File: config.mk
export PLATFORM = sky130hd
export DESIGN_NAME = stat_flag_ctl
export DESIGN_NICKNAME = d
export VERILOG_FILES = /design/src/rtl/stat_pkg.sv /design/src/rtl/stat_flag_bit.sv /design/src/rtl/stat_temp_chan.sv /design/src/rtl/stat_fan_flags.sv /design/src/rtl/stat_flag_ctl.sv
export SDC_FILE = /design/constraint.sdc
export NUM_CORES = 1
export LEC_CHECK = 0
export CAP_MARGIN = 40
export CELL_PAD_IN_SITES_DETAIL_PLACEMENT = 1
export CELL_PAD_IN_SITES_GLOBAL_PLACEMENT = 1
export CORE_UTILIZATION = 30
export CTS_BUF_LIST = sky130_fd_sc_hd__clkbuf_4 sky130_fd_sc_hd__clkbuf_8
export DETAILED_ROUTE_END_ITERATION = 10
export DONT_BUFFER_PORTS = 1
export HOLD_SLACK_MARGIN = 0.08
export PLACE_DENSITY = 0.53
export SLEW_MARGIN = 10
export SYNTH_ARGS = -nofsm -noshare
export SYNTH_HDL_FRONTEND = slang
export SYNTH_SLANG_ARGS = --single-unit
File: constraint.sdc
create_clock -name clk_i -period 3.55 [get_ports clk_i]
set_input_delay 0.8875 -clock clk_i [delete_from_list [all_inputs] [get_ports clk_i]]
set_output_delay 0.8875 -clock clk_i [all_outputs]
set_load 0.01 [all_outputs]
File: src/rtl/stat_pkg.sv
package stat_pkg;
  localparam int unsigned REG_W     = 8;
  localparam int unsigned ALM_BIT   = 0;
  localparam int unsigned FLT_BIT   = 1;
  localparam int unsigned DIODE_BIT = 2;
  localparam int unsigned CRIT_BASE = 3;

  typedef struct packed {
    logic hi;
    logic lo;
    logic crit;
  } chan_flags_t;
endpackage

File: src/rtl/stat_flag_bit.sv
module stat_flag_bit (
  input  logic clk_i,
  input  logic rst_ni,
  input  logic en_i,
  input  logic set_i,
  input  logic clr_i,
  output logic q_o
);
  // set beats clear; disable forces zero
  always_ff @(posedge clk_i or negedge rst_ni) begin
    if (!rst_ni)     q_o <= 1'b0;
    else if (!en_i)  q_o <= 1'b0;
    else if (set_i)  q_o <= 1'b1;
    else if (clr_i)  q_o <= 1'b0;
  end
endmodule

File: src/rtl/stat_temp_chan.sv
module stat_temp_chan
  import stat_pkg::*;
(
  input  logic        clk_i,
  input  logic        rst_ni,
  input  logic        cycle_i,
  input  logic        en_i,
  input  logic        hi_i,
  input  logic        lo_i,
  input  logic        crit_i,
  input  logic        cool_i,
  input  logic        clr_lim_i,
  input  logic        clr_evt_i,
  output chan_flags_t flags_o
);
  logic armed_q;
  logic crit_set;

  assign crit_set = cycle_i & crit_i & armed_q & en_i;

  // rearm only after falling through the hysteresis point
  always_ff @(posedge clk_i or negedge rst_ni) begin
    if (!rst_ni)                 armed_q <= 1'b1;
    else if (crit_set)           armed_q <= 1'b0;
    else if (cycle_i && cool_i)  armed_q <= 1'b1;
  end

  stat_flag_bit u_hi (
    .clk_i(clk_i), .rst_ni(rst_ni), .en_i(en_i),
    .set_i(cycle_i & hi_i), .clr_i(clr_lim_i), .q_o(flags_o.hi)
  );

  stat_flag_bit u_lo (
    .clk_i(clk_i), .rst_ni(rst_ni), .en_i(en_i),
    .set_i(cycle_i & lo_i), .clr_i(clr_lim_i), .q_o(flags_o.lo)
  );

  stat_flag_bit u_crit (
    .clk_i(clk_i), .rst_ni(rst_ni), .en_i(en_i),
    .set_i(crit_set), .clr_i(clr_evt_i), .q_o(flags_o.crit)
  );
endmodule

File: src/rtl/stat_fan_flags.sv
module stat_fan_flags (
  input  logic clk_i,
  input  logic rst_ni,
  input  logic cycle_i,
  input  logic en_i,
  input  logic alarm_i,
  input  logic tach_fail_i,
  input  logic clr_i,
  output logic alarm_o,
  output logic fault_o
);
  logic seen_q;
  logic alarm_set;

  // alarm state at previous monitoring sample
  always_ff @(posedge clk_i or negedge rst_ni) begin
    if (!rst_ni)      seen_q <= 1'b0;
    else if (cycle_i) seen_q <= alarm_i;
  end

  assign alarm_set = cycle_i & alarm_i & ~seen_q;

  stat_flag_bit u_alarm (
    .clk_i(clk_i), .rst_ni(rst_ni), .en_i(en_i),
    .set_i(alarm_set), .clr_i(clr_i), .q_o(alarm_o)
  );

  stat_flag_bit u_fault (
    .clk_i(clk_i), .rst_ni(rst_ni), .en_i(en_i),
    .set_i(tach_fail_i), .clr_i(clr_i), .q_o(fault_o)
  );
endmodule

File: src/rtl/stat_flag_ctl.sv
module stat_flag_ctl
  import stat_pkg::*;
#(
  parameter int unsigned NUM_REMOTE = 2,
  localparam int unsigned NT = NUM_REMOTE + 1
) (
  input  logic             clk_i,
  input  logic             rst_ni,
  input  logic             cycle_i,
  input  logic [NT-1:0]    temp_hi_i,
  input  logic [NT-1:0]    temp_lo_i,
  input  logic [NT-1:0]    crit_over_i,
  input  logic [NT-1:0]    crit_cool_i,
  input  logic             fan_alarm_i,
  input  logic             tach_fail_i,
  input  logic             diode_flt_i,
  input  logic             ext_pull_i,
  input  logic [NT:0]      chan_en_i,
  input  logic             rd_lim_i,
  input  logic             rd_evt_i,
  output logic [REG_W-1:0] lim_sts_o,
  output logic [REG_W-1:0] evt_sts_o,
  output logic             irq_no
);
  localparam int unsigned FAN_EN  = NT;
  localparam int unsigned EXT_BIT = CRIT_BASE + NT;

  chan_flags_t [NT-1:0] chan_q;
  logic                 alarm_q, fault_q, ext_q;
  logic                 diode_q, pwr_done_q;
  logic [NT-1:0]        temp_irq;

  for (genvar k = 0; k < NT; k++) begin : g_chan
    stat_temp_chan u_chan (
      .clk_i    (clk_i),
      .rst_ni   (rst_ni),
      .cycle_i  (cycle_i),
      .en_i     (chan_en_i[k]),
      .hi_i     (temp_hi_i[k]),
      .lo_i     (temp_lo_i[k]),
      .crit_i   (crit_over_i[k]),
      .cool_i   (crit_cool_i[k]),
      .clr_lim_i(rd_lim_i),
      .clr_evt_i(rd_evt_i),
      .flags_o  (chan_q[k])
    );
    assign temp_irq[k] = chan_en_i[k] &
                         (chan_q[k].hi | chan_q[k].lo | chan_q[k].crit);
  end

  stat_fan_flags u_fan (
    .clk_i      (clk_i),
    .rst_ni     (rst_ni),
    .cycle_i    (cycle_i),
    .en_i       (chan_en_i[FAN_EN]),
    .alarm_i    (fan_alarm_i),
    .tach_fail_i(tach_fail_i),
    .clr_i      (rd_evt_i),
    .alarm_o    (alarm_q),
    .fault_o    (fault_q)
  );

  stat_flag_bit u_ext (
    .clk_i(clk_i), .rst_ni(rst_ni), .en_i(1'b1),
    .set_i(ext_pull_i), .clr_i(rd_evt_i), .q_o(ext_q)
  );

  // diode fault: captured once at first strobe, reset-only clear
  always_ff @(posedge clk_i or negedge rst_ni) begin
    if (!rst_ni) begin
      pwr_done_q <= 1'b0;
      diode_q    <= 1'b0;
    end else if (cycle_i && !pwr_done_q) begin
      pwr_done_q <= 1'b1;
      diode_q    <= diode_flt_i;
    end
  end

  always_comb begin
    lim_sts_o = '0;
    evt_sts_o = '0;
    for (int k = 0; k < NT; k++) begin
      lim_sts_o[2*k]           = chan_q[k].hi;
      lim_sts_o[2*k+1]         = chan_q[k].lo;
      evt_sts_o[CRIT_BASE + k] = chan_q[k].crit;
    end
    evt_sts_o[ALM_BIT]   = alarm_q;
    evt_sts_o[FLT_BIT]   = fault_q;
    evt_sts_o[DIODE_BIT] = diode_q;
    evt_sts_o[EXT_BIT]   = ext_q;
  end

  assign irq_no = ~(|temp_irq |
                    (chan_en_i[FAN_EN] & (alarm_q | fault_q)) |
                    ext_q);
endmodule

Word level (Yosys, flattened, before mapping) --
Index checks and enable logic that the tools add are counted.
Word-level totals: bits in registers 18, latch bits 0, RAM bits 0, bits in read-only memories 0, input port bits 25, output and inout bits 17, memories kept 0
Cells by class: $add $sub $neg 0, multiply operators 0, divide/modulo/power cells 0, magnitude comparators 0, equality and inequality tests 11, shifts and indexed selects 0, muxes and demuxes 31, bitwise operators 32, reduce and logical (&&, ||, !) cells 10
Operator list (count):
- 2-to-1 mux 1 bit | 31
- != test 3 x 1 -> 1 bit, second input constant | 10
- AND 1 bit | 21
- bitwise OR 1 bit | 9
- nonzero test 2 bit | 4
- logical AND 1 bit | 4
- != test 3 x 2 -> 1 bit, second input constant | 1
- OR reduction 3 bit | 1
- inverter 1 bit | 2
- logical NOT 1 bit | 1

Logic depth before layout (Yosys ltp) --
depth after elaboration 7, mapped depth 5

Cells and area by module --
Synthesis repeated with hierarchy kept, for this count alone.
Unflattened totals: cells, all modules 77, area total of the unflattened synthesis 978.4 µm²
By module, submodules not included:
- stat_flag_bit | times used 12, cells an instance 3, area an instance 46.3 µm², seq. area each 25.0 µm²
- stat_temp_chan | times used 3, cells an instance 6, area an instance 63.8 µm², seq. area each 26.3 µm²
- stat_flag_ctl | times used 1, cells an instance 20, area an instance 181.4 µm², seq. area each 50.0 µm²
- stat_fan_flags | times used 1, cells an instance 3, area an instance 50.0 µm², seq. area each 25.0 µm²

Worst setup path before layout --
Ideal clock, no wire load.
path type input port to output port, from input chan_en_i[1], to output irq_no, arrival time 1.331 ns, required time 2.663 ns, slack 1.332 ns, stages 3, buffers on the path 0, cell sequence o31ai_1 nand2_1 nor4b_2
Between the ends: longest elaborated chain between the ends 5
Ends and longest elaborated chain:
- start, declared | RTL line stat_flag_ctl.sv:18 | input logic [NT:0] chan_en_i,
- AND 1 bit | RTL line stat_flag_ctl.sv:47 | assign temp_irq[k] = chan_en_i[k] &
- OR reduction 3 bit | RTL line stat_flag_ctl.sv:93 | assign irq_no = ~(|temp_irq |
- bitwise OR 1 bit | RTL line stat_flag_ctl.sv:93
- bitwise OR 1 bit | RTL line stat_flag_ctl.sv:94 | (chan_en_i[FAN_EN] & (alarm_q | fault_q)) |
- inverter 1 bit | RTL line stat_flag_ctl.sv:93
- end, declared | RTL line stat_flag_ctl.sv:23 | output logic irq_no
No other way between the ends.

Worst setup path in the final report --
from register g_chan[1].u_chan.u_lo.q_o, to output irq_no
Between the ends: longest elaborated chain between the ends 7
Ends and longest elaborated chain:
- start, declared | RTL line stat_flag_bit.sv:7 | output logic q_o
- start signal, assigned | RTL line stat_flag_bit.sv:11 | if (!rst_ni) q_o <= 1'b0;
- start signal, assigned | RTL line stat_flag_bit.sv:12 | else if (!en_i) q_o <= 1'b0;
- start signal, assigned | RTL line stat_flag_bit.sv:13 | else if (set_i) q_o <= 1'b1;
- bitwise OR 1 bit (2 in series) | RTL line stat_flag_ctl.sv:48 | (chan_q[k].hi | chan_q[k].lo | chan_q[k].crit);
- AND 1 bit | RTL line stat_flag_ctl.sv:47
- OR reduction 3 bit | RTL line stat_flag_ctl.sv:93
- bitwise OR 1 bit | RTL line stat_flag_ctl.sv:93
- bitwise OR 1 bit | RTL line stat_flag_ctl.sv:94
- inverter 1 bit | RTL line stat_flag_ctl.sv:93
No other way between the ends.

==> impl_metrics.yaml <==
die:
  die_x_um: 57.1
  start_util: 0.324
  die-area_sq_um: 3260
  fp.dieH_um: 57.1
  num_io_pins: 42
  rows: 19
  core-area_sq_um: 2810
timing:
  slew_violations: 0
  setup_viol: 0
  fin_skew_ps: 0.773
  setup-tns-final_ps: 0
  max_freq_mhz: 419
  period_share: 0.672
  rsz0062_at_grt: "no"
  period_minus_slack_ps: 2380
  finalHoldViolations: 0
setup_path:
  start_kind: "register"
  worstPathArrival_ps: 1500
  cp-end-kind: "output port"
  r2r_slack_ps: 2620
  r2r_cells: 2
  r2r_end: "diode_q$_DFFE_PN0P_"
  cp_max_fo: 3
  path_class: "register to output port"
  max_stage_delay_ps: 450
  cp_data_required_time_ps: 2660
  rr_startpoint: "pwr_done_q$_DFFE_PN0P_"
  crit_path_top_delay_cell: "dfrtp_1"
  crit_chain: "o31ai_1 > nand2_1 > nor4b_2"
finish:
  fillCellCount: 310
  drive_gt1_frac: 0.162
  syn_to_final_growth_pct: -7.70
  antenna_cells: 0
  fin_nets: 94
  final_util: 0.299
clocking:
  cts.sinks: 18
  root_buffer: "clkbuf_4"
  h-tree-depth: 1
  cts-hold-fix-buffers: 0
  worstSkewPairLatency_ps: 290
  ctsResizeCount: 0
  cts_buffers: 3
  clk_pin_slew_ps: 110
  clockBufferDepth: 2
  post_cts_buffers: 0
  tritoncts: "built"
power_and_ir_drop:
  p_leak_uw: 0.000355
  p_total_uw: 392
  ir_drop_v: 0.000107
  p_per_area_nw_per_um2: 467
routing:
  ant_nets: 0
  post-route-drc-count: 8
  drt-pass1-iter-count: 7
  num_vias: 526
  drt_iter0_markers: 24
  via_per_inst: 5.31
  routed_wl_mm: 1.77
  routedWlPerCell_um: 17.9
logic_synthesis:
  ys_types: 23
  synth_seq_cells: 18
  synth_top_area_frac: 0.413
  syn_area_sq_um: 910
  synthFlopType: "dfrtp_1"
  ys_seq_area_frac: 0.499
  synth-edff-count: 0
  yosys-top-cells-area: "dfrtp_1 (41%), buf_4 (13%), dfstp_2 (8.7%), nor2b_1 (6.9%), a22oi_1 (5.0%)"
  synth_top_area_cell: "dfrtp_1"
  postSynthAreaPerCell_sq_um: 11.4
  ys_warn_count: 0
  netlist_instances: 80
  async_reset_ff_frac: 1.00
placed_design:
  io_buffer_count: 0
  gp_congestion: 0.714
  dp.final_hpwl_mm: 1.32
global_routing:
  overflow: 0
  grt_first_pass_wirelength_mm: 2.99
  grt_pass1_vias: 585
  grt_max_degree: 20
  grt.total_usage: 0.123
  antenna_found_initial: 0
outcome:
  status: "finished with violations"
  violations: "DRC"
min_path:
  hold_path.class: "input pin to asynchronous set/reset pin"
flow_run:
  maxCapViolations: 0
[worst max-delay path by stage]
stage	from	to	cells past startpoint
global route	g_chan[1].u_chan.u_lo.q_o$_DFFE_PN0P_	irq_no	3
floorplan	chan_en_i[1]	irq_no	3
finish	g_chan[1].u_chan.u_lo.q_o$_DFFE_PN0P_	irq_no	3
CTS	g_chan[1].u_chan.u_lo.q_o$_DFFE_PN0P_	irq_no	3
detailed placement	chan_en_i[1]	irq_no	3
global placement	chan_en_i[1]	irq_no	3
[per-layer routing]
metal | share of wire | vias up | wire length, um | GRT usage
li1 | - | 242 | - | -
met5 | 0 | - | 0 | 0
met1 | 0.43 | 257 | 758 | 0.163
met2 | 0.47 | 25 | 838 | 0.182
met3 | 0.089 | 2 | 157 | 0.0408
met4 | 0.0096 | 0 | 17 | 0.0627
[cells in the final DEF (no fill, tap or decap)]
cell	netlist	layout
dfrtp_1	15	15
nor2b_1	10	10
a22oi_1	6	6
a21oi_1	4	4
clkbuf_4	0	4
inv_1	3	3
a32oi_1	3	3
a41oi_1	3	3
conb_1	1	3
dfstp_2	3	3
o31ai_1	2	2
nand2_1	2	2
o21ai_0	2	2
o31a_1	1	1
nor4b_2	1	1
a21o_1	1	1
nor2b_4	1	1
mux2_4	1	1
or2_2	1	1
o2bb2ai_1	1	1
and2_1	1	1
[Yosys cell counts (2+ instances only)]
| master | n |
|---|---|
| buf_4 | 16 |
| dfrtp_1 | 15 |
| nor2b_1 | 10 |
| a22oi_1 | 6 |
| a21oi_1 | 4 |
| a32oi_1 | 3 |
| a41oi_1 | 3 |
| dfstp_2 | 3 |
| inv_1 | 3 |
| nand2_1 | 2 |
| o21ai_0 | 2 |
| o31ai_1 | 2 |
[critical path: cells and delay by family, from the launching register on]
family / cells / cell delay (ps)
flops: 1 / 450
simple gates: 2 / 470
compound gates: 1 / 290
[cell families after synthesis]
kind of cell / count (synthesis) / share of synthesized area
muxes: 1 / 0.0165
DFF: 18 / 0.499
AOI/OAI and AO/OA: 23 / 0.184
buffers and inverters: 21 / 0.173
and+or+nand+nor: 16 / 0.122
other: 1 / 0.00412
[sequential cells by signal, indices dropped and copies added (netlist names)]
register	flops
u_fan.u_fault.q_o	1
g_chan.u_chan.armed_q	3
g_chan.u_chan.u_hi.q_o	3
u_ext.q_o	1
g_chan.u_chan.u_crit.q_o	3
diode_q	1
g_chan.u_chan.u_lo.q_o	3
pwr_done_q	1
u_fan.u_alarm.q_o	1
u_fan.seen_q	1
[power by group]
group / internal, uW / leakage, uW / total [uW] / switching (uW)
Clock: 51.3 / 0.0000184 / 118 / 66.3
Sequential: 224 / 0.000222 / 242 / 17.8
Combinational: 17.7 / 0.000114 / 32.4 / 14.7
[through the flow]
step / setup WS, ps / hold WS, ps / std cells / cell area (sq um)
finish: 1170 / 270 / 99 / 840
detailed placement: 1220 / 519 / 95 / 810
global route: 1030 / 237 / 99 / 840
global placement: 1230 / 511 / 95 / 810
floorplan: 1330 / 483 / 82 / 917
CTS: 1110 / 258 / 99 / 840
[final cells by class]
| class | count | area (sq um) | share of cell area |
|---|---|---|---|
| inverter | 3 | 11.3 | 0.0134 |
| sequential | 18 | 454 | 0.541 |
| multi-input combinational | 43 | 305 | 0.364 |
| tap | 31 | 38.8 | 0.0462 |
| clock buffer | 4 | 30.0 | 0.0358 |
No activity file was read; power rests on OpenSTA's default activity.
